--- src/rtl/flash_stat_pkg.sv ---
package flash_stat_pkg;
  localparam int NPLANE   = 2;
  localparam int POLL_BIT = 7;
  localparam int TOG_BIT  = 6;
  localparam int STOG_BIT = 2;

  typedef enum logic [1:0] {
    OP_NONE   = 2'd0,
    OP_PROG   = 2'd1,
    OP_SERASE = 2'd2,
    OP_CERASE = 2'd3
  } op_kind_e;

  typedef enum logic [1:0] {
    PL_IDLE  = 2'd0,
    PL_PROG  = 2'd1,
    PL_ERASE = 2'd2
  } pl_state_e;

  // two top address bits: 00 -> plane 0, else plane 1
  function automatic logic plane_of(input logic [1:0] hi);
    return hi != 2'b00;
  endfunction
endpackage

--- src/rtl/flash_plane_track.sv ---
module flash_plane_track
  import flash_stat_pkg::*;
(
  input  logic      clk_i,
  input  logic      rst_ni,
  input  logic      start_prog_i,
  input  logic      start_erase_i,
  input  logic      poll_bit_i,
  input  logic      done_i,
  input  logic      susp_i,
  input  logic      resume_i,
  input  logic      rd_hit_i,
  output pl_state_e state_o,
  output logic      poll_o,
  output logic      tog_o
);

  logic start;
  assign start = start_prog_i | start_erase_i;

  always_ff @(posedge clk_i or negedge rst_ni) begin
    if (!rst_ni) begin
      state_o <= PL_IDLE;
      poll_o  <= 1'b0;
      tog_o   <= 1'b0;
    end else begin
      if (done_i && state_o != PL_IDLE) begin
        state_o <= PL_IDLE;
      end else if (susp_i) begin
        state_o <= PL_IDLE;
      end else if (resume_i) begin
        state_o <= PL_ERASE;
      end else if (start_prog_i) begin
        state_o <= PL_PROG;
        poll_o  <= poll_bit_i;
      end else if (start_erase_i) begin
        state_o <= PL_ERASE;
      end

      if (start) begin
        tog_o <= 1'b0;
      end else if (rd_hit_i && state_o != PL_IDLE) begin
        tog_o <= ~tog_o;
      end
    end
  end

endmodule

--- src/rtl/flash_erase_ctrl.sv ---
module flash_erase_ctrl
  import flash_stat_pkg::*;
#(
  parameter int SECT_W   = 5,
  parameter int SUSP_CYC = 4
) (
  input  logic              clk_i,
  input  logic              rst_ni,
  input  logic              go_i,
  input  logic              chip_i,
  input  logic [SECT_W-1:0] sector_i,
  input  logic              suspend_i,
  input  logic              resume_i,
  input  logic [NPLANE-1:0] done_i,
  input  logic              rd_hit_i,
  output logic              act_o,
  output logic              run_o,
  output logic              susp_o,
  output logic              pend_o,
  output logic              chip_o,
  output logic [SECT_W-1:0] sector_o,
  output logic              fire_o,
  output logic              tog2_o
);

  localparam int CNT_W = (SUSP_CYC > 1) ? $clog2(SUSP_CYC) : 1;
  localparam logic [CNT_W-1:0] CNT_INIT = CNT_W'(SUSP_CYC - 1);

  logic [CNT_W-1:0] cnt_q;
  logic             own_pl;
  logic             ers_done;

  assign own_pl   = plane_of(sector_o[SECT_W-1 -: 2]);
  assign run_o    = act_o & ~susp_o;
  assign ers_done = run_o & (chip_o ? (|done_i) : done_i[own_pl]);
  assign fire_o   = pend_o & (cnt_q == '0) & ~ers_done;

  always_ff @(posedge clk_i or negedge rst_ni) begin
    if (!rst_ni) begin
      act_o    <= 1'b0;
      susp_o   <= 1'b0;
      pend_o   <= 1'b0;
      chip_o   <= 1'b0;
      sector_o <= '0;
      cnt_q    <= '0;
    end else if (ers_done) begin
      act_o  <= 1'b0;
      pend_o <= 1'b0;
      susp_o <= 1'b0;
    end else begin
      if (go_i) begin
        act_o    <= 1'b1;
        chip_o   <= chip_i;
        sector_o <= sector_i;
      end
      if (suspend_i && act_o && !susp_o && !pend_o) begin
        pend_o <= 1'b1;
        cnt_q  <= CNT_INIT;
      end else if (pend_o) begin
        if (cnt_q == '0) begin
          pend_o <= 1'b0;
          susp_o <= 1'b1;
        end else begin
          cnt_q <= cnt_q - 1'b1;
        end
      end
      if (resume_i) susp_o <= 1'b0;
    end
  end

  // suspend toggle: cleared on entry, flips per suspended-sector read
  always_ff @(posedge clk_i or negedge rst_ni) begin
    if (!rst_ni)       tog2_o <= 1'b0;
    else if (fire_o)   tog2_o <= 1'b0;
    else if (rd_hit_i) tog2_o <= ~tog2_o;
  end

endmodule

--- src/rtl/flash_status_fmt.sv ---
module flash_status_fmt
  import flash_stat_pkg::*;
#(
  parameter int DATA_W = 16
) (
  input  pl_state_e          state_i,
  input  logic               poll_i,
  input  logic               tog_i,
  input  logic               sus_hit_i,
  input  logic               tog2_i,
  input  logic [DATA_W-1:0]  array_i,
  output logic [DATA_W-1:0]  word_o
);

  always_comb begin
    word_o = array_i;
    if (state_i != PL_IDLE || sus_hit_i) begin
      word_o           = '0;
      word_o[POLL_BIT] = (state_i == PL_IDLE) ? 1'b1 :
                         (state_i == PL_PROG) ? ~poll_i : 1'b0;
      word_o[TOG_BIT]  = (state_i != PL_IDLE) & tog_i;
      word_o[STOG_BIT] = sus_hit_i & tog2_i;
    end
  end

endmodule

--- src/rtl/flash_status_resp.sv ---
module flash_status_resp
  import flash_stat_pkg::*;
#(
  parameter int DATA_W   = 16,
  parameter int SECT_W   = 5,
  parameter int SUSP_CYC = 4
) (
  input  logic              clk_i,
  input  logic              rst_ni,
  input  logic              op_start_i,
  input  logic [1:0]        op_kind_i,
  input  logic [SECT_W-1:0] op_sector_i,
  input  logic              poll_bit_i,
  input  logic              suspend_i,
  input  logic              resume_i,
  input  logic [1:0]        done_i,
  input  logic              rd_i,
  input  logic [SECT_W-1:0] rd_sector_i,
  input  logic [DATA_W-1:0] array_data_i,
  output logic [DATA_W-1:0] rd_data_o,
  output logic              rdy_busy_no
);

  pl_state_e         pl_st   [NPLANE];
  logic              pl_poll [NPLANE];
  logic              pl_tog  [NPLANE];
  logic [NPLANE-1:0] pl_busy;
  logic [NPLANE-1:0] pl_done;

  logic              ers_act, ers_run, ers_susp, ers_pend, ers_chip, ers_fire, ers_tog2;
  logic [SECT_W-1:0] ers_sector;
  logic              ers_pl;

  logic              op_pl, rd_pl, cmd_ok, both_idle, op_pl_idle;
  logic              op_sus_hit, rd_sus_hit;
  logic              prog_go, serase_go, cerase_go, resume_go;
  logic [DATA_W-1:0] fmt_word;
  op_kind_e          kind;

  assign kind      = op_kind_e'(op_kind_i);
  assign op_pl     = plane_of(op_sector_i[SECT_W-1 -: 2]);
  assign rd_pl     = plane_of(rd_sector_i[SECT_W-1 -: 2]);
  assign ers_pl    = plane_of(ers_sector[SECT_W-1 -: 2]);
  assign both_idle = ~|pl_busy;
  assign op_pl_idle = ~pl_busy[op_pl];

  assign op_sus_hit = ers_susp & (ers_chip | (op_sector_i == ers_sector));
  assign rd_sus_hit = ers_susp & (ers_chip | (rd_sector_i == ers_sector));

  // starts collide with suspend/resume: drop the start
  assign cmd_ok    = op_start_i & ~suspend_i & ~resume_i;
  assign prog_go   = cmd_ok & (kind == OP_PROG) & op_pl_idle & ~op_sus_hit;
  assign serase_go = cmd_ok & (kind == OP_SERASE) & ~ers_act & op_pl_idle;
  assign cerase_go = cmd_ok & (kind == OP_CERASE) & ~ers_act & both_idle;
  assign resume_go = resume_i & ers_susp &
                     (ers_chip ? both_idle : ((op_pl == ers_pl) & ~pl_busy[ers_pl]));

  for (genvar p = 0; p < NPLANE; p++) begin : g_plane
    localparam logic PID = 1'(p);
    logic touch;
    assign touch      = ers_chip | (ers_pl == PID);
    assign pl_busy[p] = (pl_st[p] != PL_IDLE);
    assign pl_done[p] = done_i[p] | (ers_chip & ers_run & (|done_i));

    flash_plane_track u_track (
      .clk_i        (clk_i),
      .rst_ni       (rst_ni),
      .start_prog_i (prog_go & (op_pl == PID)),
      .start_erase_i((serase_go & (op_pl == PID)) | cerase_go),
      .poll_bit_i   (poll_bit_i),
      .done_i       (pl_done[p]),
      .susp_i       (ers_fire & touch),
      .resume_i     (resume_go & touch),
      .rd_hit_i     (rd_i & (rd_pl == PID)),
      .state_o      (pl_st[p]),
      .poll_o       (pl_poll[p]),
      .tog_o        (pl_tog[p])
    );
  end

  flash_erase_ctrl #(
    .SECT_W  (SECT_W),
    .SUSP_CYC(SUSP_CYC)
  ) u_erase (
    .clk_i    (clk_i),
    .rst_ni   (rst_ni),
    .go_i     (serase_go | cerase_go),
    .chip_i   (cerase_go),
    .sector_i (op_sector_i),
    .suspend_i(suspend_i),
    .resume_i (resume_go),
    .done_i   (done_i),
    .rd_hit_i (rd_i & rd_sus_hit),
    .act_o    (ers_act),
    .run_o    (ers_run),
    .susp_o   (ers_susp),
    .pend_o   (ers_pend),
    .chip_o   (ers_chip),
    .sector_o (ers_sector),
    .fire_o   (ers_fire),
    .tog2_o   (ers_tog2)
  );

  flash_status_fmt #(.DATA_W(DATA_W)) u_fmt (
    .state_i  (pl_st[rd_pl]),
    .poll_i   (pl_poll[rd_pl]),
    .tog_i    (pl_tog[rd_pl]),
    .sus_hit_i(rd_sus_hit),
    .tog2_i   (ers_tog2),
    .array_i  (array_data_i),
    .word_o   (fmt_word)
  );

  always_ff @(posedge clk_i or negedge rst_ni) begin
    if (!rst_ni)   rd_data_o <= '0;
    else if (rd_i) rd_data_o <= fmt_word;
  end

  assign rdy_busy_no = both_idle;

endmodule

--- config.mk ---
export PLATFORM = sky130hd
export DESIGN_NAME = flash_status_resp
export DESIGN_NICKNAME = d
export VERILOG_FILES = /design/src/rtl/flash_stat_pkg.sv /design/src/rtl/flash_plane_track.sv /design/src/rtl/flash_erase_ctrl.sv /design/src/rtl/flash_status_fmt.sv /design/src/rtl/flash_status_resp.sv
export SDC_FILE = /design/constraint.sdc
export NUM_CORES = 1
export LEC_CHECK = 0
export CORE_MARGIN = 2
export CORE_UTILIZATION = 65
export CTS_BUF_LIST = sky130_fd_sc_hd__clkbuf_4
export DETAILED_ROUTE_END_ITERATION = 12
export DONT_BUFFER_PORTS = 1
export GPL_TIMING_DRIVEN = 0
export HOLD_SLACK_MARGIN = 0.15
export MAX_ROUTING_LAYER = met4
export PLACE_DENSITY = 0.81
export SLEW_MARGIN = 30
export SYNTH_ARGS = -nofsm -noshare
export SYNTH_HDL_FRONTEND = slang
export SYNTH_SLANG_ARGS = --single-unit
--- constraint.sdc ---
create_clock -name clk_i -period 3.8 [get_ports clk_i]
set_input_delay 0 -clock clk_i [delete_from_list [all_inputs] [get_ports clk_i]]
set_output_delay 0 -clock clk_i [all_outputs]
set_load 0.02 [all_outputs]
==> impl_metrics.toml <==
[outcome]
outcome = "finished, final reports clean"

[sta]
max_freq_mhz = 362.0
whs_ns = 0.1348
setup_viol = 0
worstMarginPinSlew_ns = 0.4809
hold_viol = 0
report.final.slew_viol_count = 0
rsz0062_at_grt = "no"
finClkSkew_ns = 0.004952
fin_crit_ns = 2.762
finalSetupTns_ns = 0
maxSlewHeadroom_pct = 67.94
post-route-period-util_pct = 72.69

[yosys]
syn_nets = 222
avgSynthCellArea_um2 = 10.97
ys_types = 52
synthCells = 184
yosysWarnings = 0
synth-edff-count = 0
ys_ff_latch = 36
ys_async_sr_fraction_pct = 100.0
synth_area_mm2 = 0.002018
ys_seq_area_share_pct = 44.64
synth_flop_cell = "dfrtp_1"

[finish]
instances_no_fill = 264
area_growth_pct = 26.35
diodes = 0
multiInputGateArea_mm2 = 0.001039
design_area_mm2 = 0.002550
fillers = 177
final_net_count = 268
seqCellArea_um2 = 900.9
drive_gt1_share_pct = 16.88

[placed_design]
port_buffers = 0
dpl.cell_count = 217
gp_congestion = 0.8749
placed_cell_area_mm2 = 0.002059
place.detailed.hpwl_mm = 3.199

[grt]
grt_pass1_wl_mm = 8.100
grt_remaining_overflow = 0
first_global_vias = 1699
grt_max_degree = 37
antenna_found_initial = 0
track_usage_pct = 32.16

[clock_tree]
hold_buffers = 39
post_cts_buffers = 0
cts_resized = 0
cts_buffer_depth = 2
cts_sinks = 36
htree_num_levels = 2
cts-root-buf = "clkbuf_4"
cts_tree = "done"
clock_latency_ns = 0.34
numCtsBuffers = 5
path_clk_slew_ns = 0.11

[floorplan]
die_y_um = 59.72
initial_core_util_pct = 67.21
num_rows = 20
dieWidth_um = 59.72
core_area_mm2 = 0.003003
num_io_pins = 54
die_area_mm2 = 0.003566

[power_and_ir_drop]
power_leakage_nw = 1.138
ir_drop_mv = 0.4820
p_total_w = 0.001842
power_density_mw_per_mm2 = 722.3

[worst_hold_path]
hold_class = "in2reg"

[drt]
ant_nets = 0
routed-via-count = 1678
vias_per_cell = 6.356
initialDrtViolationCount = 120
wirelength_mm = 5.158
wl_per_cell_um = 19.54
first_pass_iters = 5
drc = 0

[setup_path]
crit_arrival_ns = 2.98
setup.worst_path.start_class = "register"
path_class = "reg2reg"
crit_fanout = 7
critPathRequiredTime_ns = 4.02
cp-end-kind = "register"

[flow_run]
drv_cap = 0
-- critical path: stages (launching register included) --
cell and delay (ns):
dfrtp_1 0.44, or2_1 0.23, buf_2 0.18, mux2i_2 0.33, nand3b_1 0.14, dlygate4sd3_1 0.58, o21a_1 0.17, dlygate4sd3_1 0.57
-- per-stage QoR --
stage / worst slack, ns / utilization (%)
detailed placement: 1.956 / 68.58
CTS: 1.183 / 84.92
finish: 1.038 / 84.92
global placement: 1.973 / 68.58
floorplan: 2.131 / -
global route: 0.9605 / 84.92
-- kinds of logic after synthesis --
| group | after synthesis | synth area share, % |
|---|---|---|
| fa+ha+maj | 1 | 0.6199 |
| buf+inv | 14 | 3.905 |
| compound gates | 44 | 18.10 |
| xor+xnor | 13 | 5.642 |
| flops | 36 | 44.64 |
| mux | 12 | 7.750 |
| simple gates | 64 | 19.34 |
-- routing by layer --
layer,vias up,global-route usage [%],routed length [µm]
li1,773,-,-
met1,830,39.69,2172
met2,66,52.64,2648
met3,9,7.359,257
met4,0,9.841,80
met5,-,-,0
-- cell usage in the layout (no fill, tap or decap), types with 6 or more instances in the layout --
master,synthesis,routed
xor2_1,7,7
clkbuf_4,0,6
xnor2_1,6,6
a22o_1,13,13
nor3_1,10,10
dfrtp_1,36,36
mux2_4,6,6
dlygate4sd3_1,0,37
inv_1,6,6
a21oi_1,11,11
nor2_1,13,13
nand2_1,9,9
-- registers in the layout (all words and copies together), names as in the netlist --
signal                   cells
g_plane.u_track.poll_o       2
g_plane.u_track.state_o      4
g_plane.u_track.tog_o        2
rd_data_o                   16
u_erase.act_o                1
u_erase.chip_o               1
u_erase.cnt_q                2
u_erase.pend_o               1
u_erase.sector_o             5
u_erase.susp_o               1
u_erase.tog2_o               1
-- cells in the mapped netlist (all sizes together) (5+ instances only) --
master / count / area, µm²
dfrtp: 36 / 900.9
nor2: 15 / 66.32
a22o: 13 / 113.9
nor3: 13 / 86.34
a21oi: 11 / 55.05
nand2: 9 / 33.78
mux2: 8 / 112.6
inv: 7 / 26.27
xor2: 7 / 61.31
buf: 6 / 48.79
xnor2: 6 / 52.55
nor4: 5 / 43.79
-- report_power, final --
group	leakage [nW]	switching [W]	internal, W	total, W
Clock	0.0456	0.000130	0.000145	0.000275
Combinational	0.640	0.000423	0.000384	0.000807
Sequential	0.452	0.000223	0.000537	0.000760
-- final cells by class --
class	count	area share, %
Clock inverter	2	1.374
Multi-Input combinational cell	134	40.73
Buffer	7	2.061
Inverter	7	1.030
Timing Repair Buffer	39	16.09
Sequential cell	36	35.33
Tap cell	33	1.619
Clock buffer	6	1.766
-- final timing paths --
check	from	endpoint	slack, ns	cells past startpoint
worst max-delay path	g_plane[0].u_track.state_o[1]	rd_data_o[7]	1.04	7
worst min-delay path	op_sector_i[2]	g_plane[0].u_track.tog_o	0.13	5
worst max register to register	g_plane[0].u_track.state_o[1]	rd_data_o[7]	1.04	7
worst min register to register	g_plane[0].u_track.state_o[0]	g_plane[0].u_track.state_o[0]	0.52	1
max in group asynchronous	rst_ni	u_erase.cnt_q[1]	3.41	3
min in group asynchronous	rst_ni	g_plane[1].u_track.state_o[1]	0.21	3
(Power assumes the default switching activity.)
